## src/rtl/paged_cmd_pkg.sv

```systemverilog
package paged_cmd_pkg;
  localparam int CMD_W  = 16;
  localparam int ADDR_W = 7;
  localparam int DATA_W = 8;
  localparam int RESP_W = 16;

  typedef struct packed {
    logic              wr;
    logic [ADDR_W-1:0] addr;
    logic [DATA_W-1:0] data;
  } cmd_t;
endpackage

```

## src/rtl/cmd_classify.sv

```systemverilog
module cmd_classify
  import paged_cmd_pkg::*;
(
  input  logic             valid_i,
  input  logic [CMD_W-1:0] word_i,
  output cmd_t             cmd_o,
  output logic             fwd_wr_o,
  output logic             fwd_rd_o,
  output logic             page_wr_o,
  output logic             loc_rd_o,
  output logic             any_wr_o
);
  logic low_addr;

  always_comb begin
    cmd_o     = cmd_t'(word_i);
    // addresses 0x00/0x01 belong to the page register
    low_addr  = (cmd_o.addr[ADDR_W-1:1] == '0);
    any_wr_o  = valid_i && cmd_o.wr;
    fwd_wr_o  = any_wr_o && !low_addr;
    page_wr_o = any_wr_o && (cmd_o.addr == '0);
    fwd_rd_o  = valid_i && !cmd_o.wr && !low_addr;
    loc_rd_o  = valid_i && !cmd_o.wr && low_addr;
  end
endmodule

```

## src/rtl/page_reg.sv

```systemverilog
module page_reg
  import paged_cmd_pkg::*;
#(
  parameter int PAGE_W = 8
) (
  input  logic              clk_i,
  input  logic              rst_ni,
  input  logic              set_i,
  input  logic [DATA_W-1:0] data_i,
  output logic [PAGE_W-1:0] page_o
);
  always_ff @(posedge clk_i or negedge rst_ni) begin
    if (!rst_ni)    page_o <= '0;
    else if (set_i) page_o <= data_i[PAGE_W-1:0];
  end

  assert_page_hold_R9: assert property (@(posedge clk_i) disable iff (!rst_ni)
    !set_i |=> $stable(page_o));
endmodule

```

## src/rtl/resp_reg.sv

```systemverilog
module resp_reg
  import paged_cmd_pkg::*;
#(
  parameter int PAGE_W = 8
) (
  input  logic              clk_i,
  input  logic              rst_ni,
  input  logic              rd_i,
  input  logic              loc_i,
  input  logic              wr_i,
  input  logic [PAGE_W-1:0] page_i,
  input  logic [RESP_W-1:0] rd_data_i,
  output logic [RESP_W-1:0] resp_o
);
  always_ff @(posedge clk_i or negedge rst_ni) begin
    if (!rst_ni)    resp_o <= '0;
    else if (rd_i)  resp_o <= rd_data_i;
    else if (loc_i) resp_o <= RESP_W'(page_i);
    else if (wr_i)  resp_o <= '0;
  end

  assert_resp_hold_R9: assert property (@(posedge clk_i) disable iff (!rst_ni)
    (!rd_i && !loc_i && !wr_i) |=> $stable(resp_o));
  assert_resp_wr_zero_R8: assert property (@(posedge clk_i) disable iff (!rst_ni)
    wr_i |=> (resp_o == '0));
endmodule

```

## src/rtl/paged_cmd_decoder.sv

```systemverilog
module paged_cmd_decoder
  import paged_cmd_pkg::*;
#(
  parameter int PAGE_W = 8
) (
  input  logic              clk_i,
  input  logic              rst_ni,
  input  logic              cmd_valid_i,
  input  logic [CMD_W-1:0]  cmd_word_i,
  output logic [RESP_W-1:0] resp_word_o,
  output logic [PAGE_W-1:0] page_o,
  output logic              wr_en_o,
  output logic [PAGE_W-1:0] wr_page_o,
  output logic [ADDR_W-1:0] wr_addr_o,
  output logic [DATA_W-1:0] wr_data_o,
  output logic              rd_en_o,
  output logic [PAGE_W-1:0] rd_page_o,
  output logic [ADDR_W-1:0] rd_addr_o,
  input  logic [RESP_W-1:0] rd_data_i
);
  cmd_t cmd;
  logic fwd_wr, fwd_rd, page_wr, loc_rd, any_wr;

  cmd_classify u_cls (
    .valid_i  (cmd_valid_i),
    .word_i   (cmd_word_i),
    .cmd_o    (cmd),
    .fwd_wr_o (fwd_wr),
    .fwd_rd_o (fwd_rd),
    .page_wr_o(page_wr),
    .loc_rd_o (loc_rd),
    .any_wr_o (any_wr)
  );

  page_reg #(.PAGE_W(PAGE_W)) u_page (
    .clk_i (clk_i),
    .rst_ni(rst_ni),
    .set_i (page_wr),
    .data_i(cmd.data),
    .page_o(page_o)
  );

  // access stage: snapshot of the page in force before this command
  logic              wr_q, rd_q, loc_q, anywr_q;
  logic [PAGE_W-1:0] pg_q;
  logic [ADDR_W-1:0] addr_q;
  logic [DATA_W-1:0] data_q;

  always_ff @(posedge clk_i or negedge rst_ni) begin
    if (!rst_ni) begin
      wr_q    <= 1'b0;
      rd_q    <= 1'b0;
      loc_q   <= 1'b0;
      anywr_q <= 1'b0;
      pg_q    <= '0;
      addr_q  <= '0;
      data_q  <= '0;
    end else begin
      wr_q    <= fwd_wr;
      rd_q    <= fwd_rd;
      loc_q   <= loc_rd;
      anywr_q <= any_wr;
      if (cmd_valid_i) begin
        pg_q   <= page_o;
        addr_q <= cmd.wr ? cmd.addr : {cmd.addr[ADDR_W-1:1], 1'b0};
        data_q <= cmd.data;
      end
    end
  end

  assign wr_en_o   = wr_q;
  assign wr_page_o = pg_q;
  assign wr_addr_o = addr_q;
  assign wr_data_o = data_q;
  assign rd_en_o   = rd_q;
  assign rd_page_o = pg_q;
  assign rd_addr_o = addr_q;

  resp_reg #(.PAGE_W(PAGE_W)) u_resp (
    .clk_i    (clk_i),
    .rst_ni   (rst_ni),
    .rd_i     (rd_q),
    .loc_i    (loc_q),
    .wr_i     (anywr_q),
    .page_i   (pg_q),
    .rd_data_i(rd_data_i),
    .resp_o   (resp_word_o)
  );

  assert_strobe_excl_R11: assert property (@(posedge clk_i) disable iff (!rst_ni)
    !(wr_en_o && rd_en_o));
  assert_wr_cause_R11: assert property (@(posedge clk_i) disable iff (!rst_ni)
    (!cmd_valid_i || !cmd_word_i[15]) |=> !wr_en_o);
  assert_rd_cause_R11: assert property (@(posedge clk_i) disable iff (!rst_ni)
    (!cmd_valid_i || cmd_word_i[15]) |=> !rd_en_o);
  assert_wr_issue_R2: assert property (@(posedge clk_i) disable iff (!rst_ni)
    (cmd_valid_i && cmd_word_i[15] && cmd_word_i[14:9] != '0) |=>
      (wr_en_o && wr_addr_o == $past(cmd_word_i[14:8]) && wr_data_o == $past(cmd_word_i[7:0])));
  assert_rd_even_R5: assert property (@(posedge clk_i) disable iff (!rst_ni)
    (cmd_valid_i && !cmd_word_i[15] && cmd_word_i[14:9] != '0) |=>
      (rd_en_o && rd_addr_o == {$past(cmd_word_i[14:9]), 1'b0}));
  assert_page_snap_R10: assert property (@(posedge clk_i) disable iff (!rst_ni)
    cmd_valid_i |=> (wr_page_o == $past(page_o)));
  assert_page_wr_no_strobe_R3: assert property (@(posedge clk_i) disable iff (!rst_ni)
    (cmd_valid_i && cmd_word_i[15] && cmd_word_i[14:9] == '0) |=> !wr_en_o);
endmodule

```

## config.mk

```make
export PLATFORM = sky130hd
export DESIGN_NAME = paged_cmd_decoder
export DESIGN_NICKNAME = d
export VERILOG_FILES = /design/src/rtl/paged_cmd_pkg.sv /design/src/rtl/cmd_classify.sv /design/src/rtl/page_reg.sv /design/src/rtl/resp_reg.sv /design/src/rtl/paged_cmd_decoder.sv
export SDC_FILE = /design/constraint.sdc
export NUM_CORES = 1
export LEC_CHECK = 0
export BUFFER_PORTS_ARGS = -buffer_cell sky130_fd_sc_hd__buf_2
export CORE_ASPECT_RATIO = 1.75
export CORE_MARGIN = 4
export CORE_UTILIZATION = 25
export CTS_BUF_LIST = sky130_fd_sc_hd__clkbuf_4 sky130_fd_sc_hd__clkbuf_8
export DETAILED_ROUTE_END_ITERATION = 10
export PLACE_DENSITY_LB_ADDON = 0.08
export SETUP_SLACK_MARGIN = 0.15
export SLEW_MARGIN = 25
export SYNTH_ARGS = -nofsm -noshare
export SYNTH_HDL_FRONTEND = slang
export SYNTH_SLANG_ARGS = --single-unit
```

## constraint.sdc

```tcl
create_clock -name clk_i -period 1.25 [get_ports clk_i]
set_clock_uncertainty 0.05 [all_clocks]
set_input_delay 0.0625 -clock clk_i [delete_from_list [all_inputs] [get_ports clk_i]]
set_output_delay 0.0625 -clock clk_i [all_outputs]
set_load 0.005 [all_outputs]
```

# Yosys cells after proc, flatten, opt, wreduce, memory -nomap -nowiden
# Index checks and enable logic that the tools add are counted.
classes:
  n_addsub: 0
  multipliers: 0
  n_div: 0
  n_lt_le_gt_ge: 0
  n_eq_ne: 0
  shifts: 0
  n_mux: 4
  bitwise: 0
  reduce_logical: 11
op_table:
  columns: ["cell", "count"]
  rows:
  - ["two-way mux 16 bit", 3]
  - ["zero test 7 bit", 1]
  - ["logical AND 1 bit", 6]
  - ["zero test 6 bit", 1]
  - ["nonzero test 3 bit", 1]
  - ["zero test 1 bit", 2]
  - ["two-way mux 1 bit", 1]
totals:
  regBits: 51
  latchBits: 0
  ramBits: 0
  romBits: 0
  inputBits: 35
  output_inout_bits: 64
  word_cells: 24
  n_memories: 0

# Logic depth before layout (Yosys ltp)
# Gate-level depths: netlist of run 1.
depth:
  depth_word: 3
  ltp_mapped: 5

# Cells and area by module
# From an unflattened synthesis of run 1, not the netlist that was laid out.
hier_totals:
  cells_unflattened: 183
  area_unflattened_um2: 2441.1
modules_own_cells:
  columns: ["module", "n_inst", "cells_each", "area_each_um2"]
  rows:
  - ["paged_cmd_decoder", 1, 70, 1168.6]
  - ["resp_reg", 1, 69, 752.0]
  - ["page_reg", 1, 17, 331.6]
  - ["cmd_classify", 1, 27, 188.9]

# Worst setup path after synthesis of run 1
# No wires, ideal clock.
synth_path:
  path_type: "reg2reg"
  startpoint: "register loc_q"
  endpoint: "register u_resp.resp_o[6]"
  setup_time_ns: 0.083
  arrival_ns: 1.102
  t_required_ns: 1.117
  slack_ns: 0.015
  stages_incl_launch_ff: 6
  path_buffers: 2
  cell_sequence: "dfrtp_1 buf_2 nor2_2 buf_2 a22oi_1 o21ai_0"
synth_between:
  elab_chain_len: 2
synth_lines:
  columns: ["item", "line_no", "rtl"]
  rows:
  - ["start, declared", "paged_cmd_decoder.sv:44", "logic wr_q, rd_q, loc_q, anywr_q;"]
  - ["start signal, assigned", "paged_cmd_decoder.sv:61", "loc_q <= loc_rd;"]
  - ["two-way mux 16 bit", "resp_reg.sv:18", "else if (loc_i) resp_o <= RESP_W'(page_i);"]
  - ["two-way mux 16 bit", "resp_reg.sv:17", "else if (rd_i) resp_o <= rd_data_i;"]
  - ["end signal, assigned", "resp_reg.sv:17", null]
  - ["end signal, assigned", "resp_reg.sv:18", null]
  - ["end, declared", "resp_reg.sv:13", "output logic [RESP_W-1:0] resp_o"]
# Parallel ways exist; a longest one is shown, timed or not.
# A chain may end at the register's enable or synchronous reset.

# Worst setup path after layout of run 1
layout_path:
  startpoint: "register rd_q, in the netlist rd_en_o"
  endpoint: "output port rd_en_o"
layout_lines:
  columns: ["item", "line_no", "rtl"]
  rows:
  - ["start, declared", "paged_cmd_decoder.sv:44", null]
  - ["start signal, assigned", "paged_cmd_decoder.sv:60", "rd_q <= fwd_rd;"]
  - ["end, declared", "paged_cmd_decoder.sv:16", "output logic rd_en_o,"]
# No word-level cell between the ends.

==> results of run 1 <==
-- logic make-up after synthesis --
group	after synthesis
DFF	51
muxes	30
and+or+nand+nor	33
buffers and inverters	24
AOI/OAI and AO/OA	25
-- power by group through the flow --
stage	combinational, mW	clock, mW	sequential (mW)
global route	0.663	1.03	1.89
detailed placement	0.510	0	1.90
global placement	0.510	0	1.90
CTS	0.613	0.999	1.87
finish	0.595	0.919	1.86
floorplan	0.223	0	1.90
-- per-stage QoR --
stage | hold WS [ps] | total power, mW | util, %
5_1_grt | 19.3 | 3.58 | 38.2
3_3_place_gp | 32.6 | 2.41 | 32.5
2_1_floorplan | -283 | 2.12 | -
3_5_place_dp | 34.4 | 2.41 | 32.5
6_report | 34.1 | 3.38 | 38.2
4_1_cts | 9.50 | 3.48 | 38.3
-- layout by cell type, fill, tap and decap left out, types with 2 or more instances in the layout --
cell type / count
buf_6: 3
o21ai_0: 8
o21ai_1: 7
clkbuf_8: 5
dfrtp_1: 51
dlygate4sd3_1: 33
buf_4: 3
buf_2: 97
buf_12: 3
nand2_1: 23
mux2_2: 30
and2_2: 2
a22oi_1: 7
-- worst register-to-register path, stage by stage (launching register included) --
cell and delay, ps:
dfrtp_1 420, buf_12 140, buf_4 180, o21ai_0 190
-- registers in the layout, summed over array words and instances (netlist names) --
register / count
rd_en_o: 1
rd_addr_o: 7
rd_page_o: 8
wr_en_o: 1
anywr_q: 1
wr_data_o: 8
u_resp.resp_o: 16
u_page.page_o: 8
loc_q: 1
-- worst paths after layout --
| kind | start | endpoint | depth (start not counted) |
|---|---|---|---|
| max | rd_en_o | rd_en_o | 2 |
| min reg2reg | wr_data_o[7] | wr_data_o[7] | 1 |
| min in group asynchronous | rst_ni | u_resp.resp_o[9] | 3 |
| min | cmd_word_i[15] | anywr_q | 2 |
| max reg2reg | rd_en_o | u_resp.resp_o[2] | 3 |
| max in group asynchronous | rst_ni | u_resp.resp_o[10] | 3 |
-- timing repair --
item                                    in CTS  in global routing
endpoints found under the setup margin       1                 14
hold buffers                                33                  0
setup buffers                                2                  0
hold endpoints to repair                    92                  0
cloned                                       1                  0
gates resized for setup                      3                 14
-- cell usage after synthesis (all sizes together) --
cell / count
dfrtp: 51
nor3b: 1
nor2b: 1
and2: 2
a22o: 1
nand2: 24
nor4: 1
nand4b: 1
nor3: 1
clkbuf: 3
inv: 1
mux2: 30
a22oi: 8
buf: 20
o21ai: 16
nor2: 2
-- final cells by class --
cell class,count,share of cell area [%]
multi-input cells,88,22.1
well taps,90,3.65
clock buffers,6,2.48
inverters,1,0.122
repair buffers,139,30.2
flip-flops and latches,51,41.4
-- per-layer routing --
layer	vias up	GRT usage [%]
met1	768	13.6
met5	-	0
li1	787	-
met4	0	4.72
met2	70	20.1
met3	5	2.64
==> reports/qor.txt, run 1 <==
Wire length on met2 = 2.88 mm
Peak VDD IR = 0.000543 V
RSZ-0062 raised after global routing = yes
GPL Wtd Cong = 0.652
Die height = 129 um
Flop and latch count out of synthesis = 51
Sequential share of the synthesized area = 60.9%
Cell row count = 43
Xor-xnor portion of the synthesized cell area = 0%
Largest family of logic cells by synthesized area = multiplexers
Placed Cells = 334
CP bufs+invs = 2
Setup_tns = 0 ps
Initial core utilization = 26.0%
Area of the multi-input gates = 682 um2
# setup viols final = 0
Area post-placement = 2620 um2
Clock-pin slew on the worst setup and hold paths = 90 ps
Initial antenna violation count = 0
Relative slew slack = 81.3%
Syn Std Cell Area = 2090 um2
Mean Syn Cell Area = 12.8 um2
Switch share = 25.4%
Vias in the first global route = 1706
Delay-heaviest family, CP = flip-flops
Gr usage total = 11.5%
CP required = 1140 ps
Met1 wire length = 2.29 mm
Place WS = -23.2 ps
Area growth syn-to-layout = 47.2%
Hold Fails Final Rpt = 0
F_max = 936 MHz
Design area = 3080 um2
Pin count of the biggest net entering global routing = 52
Final Cycle Share = 85.5%
Internal power = 2.52 mW
CP Cell Sequence = buf_12 > buf_6
Worst Hold Class = in2reg
Setup ws final = 182 ps
Crit-path max FO = 2
Flip-flop and latch area = 1280 um2
Combinational Power Share = 17.6%
Total Die Area = 9960 um2
Synth Area in Adders = 0%
Die extent in x = 77.2 um
Highest metal used = met4
Yosys warning total = 0
Mux share of post-synthesis cell area = 16.1%
CTS sink cnt = 51
Post-Syn Nets = 198
Post-Route WL = 5.58 mm
Sequential share of power = 55.2%
First-pass GRT wire length = 8.91 mm
Drt pass-1 iters = 4
TritonCTS Buffers = 5
CP max stage delay = 420 ps
Detailed placement HPWL = 3.91 mm
CP startpoint kind = flip-flop
P_leak = 1.61 nW
Layout cell share with drive strength beyond 1 = 52.6%
Final #Nets = 321
Vias per cell = 4.35
FF-to-FF setup slack = 200 ps
Port bufs = 98
Clk root buf = clkbuf_8
Clock power share = 27.2%
Crit path DAT = 960 ps
Max_cap viols = 0
Post-synthesis cell type count = 18
Crit-path slowest cell = dfrtp_1
Post-route ant nets = 0
Status = finished clean
Synth top area cells = dfrtp_1, mux2_2, buf_4
Crit path time final = 1070 ps
P per Cell Area = 1100 nW/um2
Clk buf depth = 2
Post-synthesis compound-gate area fraction = 7.11%
WL met3 = 325 um
Post-synth top area share = 60.9%
Worst slew pin tran = 278 ps
Final Slew Violations = 0
Syn Inst Count = 163
CTS tree = built
Drt wl/cell = 14.9 um
Clk Latency, worst-skew pair = 300 ps
# IOs = 99
Residual DRC count = 0
Critical path class = reg2out
Simple-gate share of the synthesized area = 8.54%
Diode count = 0
NetSw = 856 uW
Number of DRC markers in iteration 0 = 32
Core footprint = 8070 um2
Crit end category = output port
H-tree Lvls = 2
GRT overflow = 0
Cell Count, Final, Fillers Out = 375
Via count = 1630
Area leader, netlist = dfrtp_1
Fillers = 818
Note: power is estimated with default switching activity, not from simulation.
==> run 2: changes to the inputs <==
- GPL_TIMING_DRIVEN: unset -> 0
==> run 2 against run 1 <==
Compared with the run above: wire length increased by 10%; largest cell class unchanged; hold slack got worse by 2.9 ps; setup slack got worse by 66 ps; non-clock buffer count increased by 26; combinational power increased by 25%; sequential power about the same; die area unchanged.
==> reports/qor.txt, run 2 (synthesis gave the netlist of run 1 again) <==
Status = finished clean
Detailed placement HPWL = 4.19 mm
NetSw = 940 uW
Initial core utilization = 26.0%
Sequential share of power = 48.9%
Min-delay src = cmd_word_i[15]
Gr usage total = 12.6%
Max reg flops = 16
Relative slew slack = 54.2%
Setup ws final = 116 ps
Max_cap viols = 0
Flip-flop and latch area = 1280 um2
Post-Route WL = 6.14 mm
Clk root buf = clkbuf_8
Crit path time final = 1130 ps
Port bufs = 97
FF-to-FF setup slack = 120 ps
Drt wl/cell = 15.2 um
P_leak = 1.79 nW
Placed Cells = 350
Drt pass-1 iters = 4
Layout cell share with drive strength beyond 1 = 58.5%
First-pass GRT wire length = 9.74 mm
GPL Wtd Cong = 0.647
F_max = 882 MHz
H-tree Lvls = 2
Area of the multi-input gates = 704 um2
RSZ-0062 raised after global routing = yes
Initial antenna violation count = 0
Clk Latency, worst-skew pair = 300 ps
Hold Fails Final Rpt = 0
Clock-pin slew on the worst setup and hold paths = 90 ps
Area growth syn-to-layout = 64.5%
# setup viols final = 0
CTS tree = built
Clock power share = 31.7%
Core footprint = 8070 um2
Critical path class = reg2reg
TritonCTS Buffers = 5
Total Power = 3.83 mW
Number of DRC markers in iteration 0 = 46
P per Cell Area = 1110 nW/um2
Final #Nets = 347
# IOs = 99
Via count = 1779
Fin util = 42.7%
Biggest register = u_resp.resp_o
Residual DRC count = 0
CP required = 1420 ps
Clk buf depth = 2
Crit end category = flip-flop
Vias in the first global route = 1909
Total Die Area = 9960 um2
Worst R2R Path Depth = 5
Worst reg2reg path endpoint = u_resp.resp_o[9]
Cell row count = 43
Fillers = 784
Pin count of the biggest net entering global routing = 52
Most common cell after layout, fill and taps aside = buf_2
Die extent in x = 77.2 um
Crit-path max FO = 5
Worst Hold Depth = 2
Vias per cell = 4.41
Peak VDD IR = 0.000568 V
Crit path DAT = 1310 ps
Most frequent cells in the layout = buf_2, dfrtp_1, buf_6
Hold Path Sink = anywr_q
Cell Count, Final, Fillers Out = 403
CTS sink cnt = 51
Internal power = 2.89 mW
GRT overflow = 0
Die height = 129 um
Final Slew Violations = 0
Place WS = -56.3 ps
Worst slew pin tran = 686 ps
Final Cycle Share = 90.7%
Switch share = 24.6%
Worst r2r src = loc_q
Diode count = 0
Post-route ant nets = 0
Setup_tns = 0 ps
Combinational Power Share = 19.4%
CP startpoint kind = flip-flop
Worst Hold Class = in2reg
[run 2: changes by cell type in the layout (fill, tap and decap cells not counted), sizes merged]
cell	delta
bufinv	+1
clkinv	+1
buf	+23
clkbuf	+3
[run 2: cell type report]
cell class	count	area share (%)
plain buffers	23	6.32
clock buffers	6	2.40
clock inverters	2	1.02
inverters	1	0.109
multi-input cells	88	20.4
flip-flops and latches	51	37.0
well taps	90	3.27
repair buffers	142	29.4
[run 2: worst max path at each step]
stage,startpoint,endpoint,slack (ps)
2_1_floorplan,loc_q,u_resp.resp_o[6],150
3_3_place_gp,loc_q,u_resp.resp_o[7],-40
3_5_place_dp,cmd_word_i[10],u_page.page_o[6],-60
4_1_cts,loc_q,u_resp.resp_o[10],80
5_1_grt,loc_q,u_resp.resp_o[3],40
6_report,loc_q,u_resp.resp_o[9],120
[run 2: worst max-delay path, stage by stage, from the launching register on]
cell and delay (ps):
dfrtp_1 380, buf_6 120, nor2_4 160, buf_6 150, nand2_1 50, o21ai_0 140
[run 2: metal layers]
layer	vias up	global-route usage (%)	share of wire, %
li1	849	-	-
met1	857	13.8	38
met2	68	23.3	54
met3	5	3.27	6.5
met4	0	4.40	1.5
met5	-	0	0
[run 2: what timing repair did]
action	4_1_cts	5_1_grt
setup endpoints to repair	27	31
hold buffers	33	0
gates cloned	1	0
setup buffers	11	0
hold endpoints to repair	92	0
pin swaps	8	10
resized for setup	35	24
[run 2: power by group through the flow]
| stage | Sequential, mW | Clock (mW) | Combinational [mW] |
|---|---|---|---|
| 5_1_grt | 1.89 | 1.33 | 0.818 |
| 3_3_place_gp | 1.90 | 0 | 0.544 |
| 2_1_floorplan | 1.90 | 0 | 0.223 |
| 4_1_cts | 1.87 | 1.29 | 0.709 |
| 6_report | 1.87 | 1.21 | 0.743 |
| 3_5_place_dp | 1.90 | 0 | 0.546 |
[run 2: through the flow]
step                instance area, um2  hold WS (ps)
finish                            3450          31.2
global route                      3450          11.3
CTS                               3350          3.45
detailed placement                2710           105
global placement                  2700           202
floorplan                         2110          -283
==> run 3: changes to the inputs <==
- CORE_UTILIZATION: 25 -> 43
==> run 3 against run 2 <==
Compared with the run above: maximum frequency is 2.4% higher; setup slack better by 27 ps; sequential power hardly changed; non-clock buffer count is 1 higher; sequential share of layout area is 1.0 points higher; die area is 39% lower; final area is 2.7% lower; power is 3.2% lower; combinational power is 3.1% lower; flip-flop and latch count stayed put; largest power group unchanged.
==> reports/qor.txt, run 3 (synthesis gave the netlist of run 1 again) <==
# setup viols final = 0
Residual DRC count = 0
Clk Latency, worst-skew pair = 300 ps
Crit. Startpoint = loc_q
Drt pass-1 iters = 4
Pin count of the biggest net entering global routing = 52
CTS sink cnt = 51
Crit-path max FO = 5
Placed Cells = 312
Clk buf depth = 2
Port bufs = 97
Fin util = 71.2%
Min-delay src = cmd_word_i[15]
Final #Nets = 348
# IOs = 99
TritonCTS Buffers = 5
Met1 Use GR = 20.2%
Max reg flops = 16
Die height = 100 um
Worst slew pin tran = 636 ps
Initial core utilization = 44.5%
Post-Route WL = 5.56 mm
F_max = 903 MHz
Initial antenna violation count = 0
Drt wl/cell = 15.2 um
Relative slew slack = 57.6%
Final Cycle Share = 88.6%
GRT Max-Usage Layer = met2
Total Die Area = 6100 um2
Clock-pin slew on the worst setup and hold paths = 90 ps
Post-route ant nets = 0
RSZ-0062 raised after global routing = yes
CP required = 1430 ps
CP startpoint kind = flip-flop
First-pass GRT wire length = 8.65 mm
Met2 usage = 35.3%
Setup_tns = 0 ps
Area post-placement = 2660 um2
Max_cap viols = 0
Gr usage total = 19.1%
H-tree Lvls = 2
CTS tree = built
Diode count = 0
Total Power = 3.71 mW
P per Cell Area = 1110 nW/um2
Via count = 1797
Detailed placement HPWL = 3.67 mm
Crit end category = flip-flop
Hold Fails Final Rpt = 0
Worst Hold Class = in2reg
Crit path DAT = 1280 ps
Number of DRC markers in iteration 0 = 42
Status = finished clean
Crit path time final = 1110 ps
Clk root buf = clkbuf_8
Most frequent cells in the layout = buf_2, dfrtp_1, dlygate4sd3_1
Met3 GRT Util = 3.99%
Cell row count = 33
Die extent in x = 60.8 um
Critical path class = reg2reg
GPL Wtd Cong = 0.728
GRT overflow = 0
Most common cell after layout, fill and taps aside = buf_2
Area growth syn-to-layout = 60.1%
Final Slew Violations = 0
Design area = 3350 um2
Vias per cell = 4.92
P_leak = 1.78 nW
Peak VDD IR = 0.00107 V
Worst r2r src = loc_q
Layout cell share with drive strength beyond 1 = 59.7%
Biggest register = u_resp.resp_o
Cell Count, Final, Fillers Out = 365
Core footprint = 4710 um2
Vias in the first global route = 1837
run 3: repair_timing:
item	CTS	global route
pin swaps	8	11
setup endpoints to repair	21	28
buffers inserted	7	5
endpoints found under the hold margin	92	0
resized for setup	29	26
cloned	1	0
hold buffers	33	0
run 3: metrics by stage:
step           setup WS, ps  hold slack (ps)
4_1_cts                 115             24.4
6_report                143             33.2
3_3_place_gp          -9.88              208
2_1_floorplan           153             -283
5_1_grt                69.3             25.8
3_5_place_dp          -42.1             77.0
run 3: final timing paths:
check	end	slack, ps	cells after the start
setup / recovery	u_resp.resp_o[8]	140	5
hold reg to reg	wr_data_o[7]	460	1
max in group asynchronous	rd_addr_o[6]	450	2
hold / removal	anywr_q	30	2
setup reg to reg	u_resp.resp_o[8]	140	5
min in group asynchronous	u_resp.resp_o[15]	270	2
run 3: metal layers:
layer,vias to the layer above,part of all wire (%)
li1,841,-
met1,883,35
met2,67,57
met3,6,6.1
met4,0,1.5
met5,-,0
run 3: critical path: stages (launching register included):
cell and delay (ps):
dfrtp_1 380, buf_6 120, nor2_4 150, buf_6 160, nand2_1 50, o21ai_1 130
run 3: cell type report:
cell class | count | area, um2
multi-input combinational | 88 | 721
clock buffer | 6 | 76.3
buffer | 23 | 195
clock inverter | 1 | 30.0
tap | 52 | 65.1
timing repair buffer | 143 | 986
inverter | 1 | 3.75
fill | 368 | 1350
sequential | 51 | 1280
run 3: power by group:
group / internal (mW) / switching (mW)
sequential: 1.78 / 0.0935
clock: 0.609 / 0.504
combinational: 0.438 / 0.282
total: 2.83 / 0.879
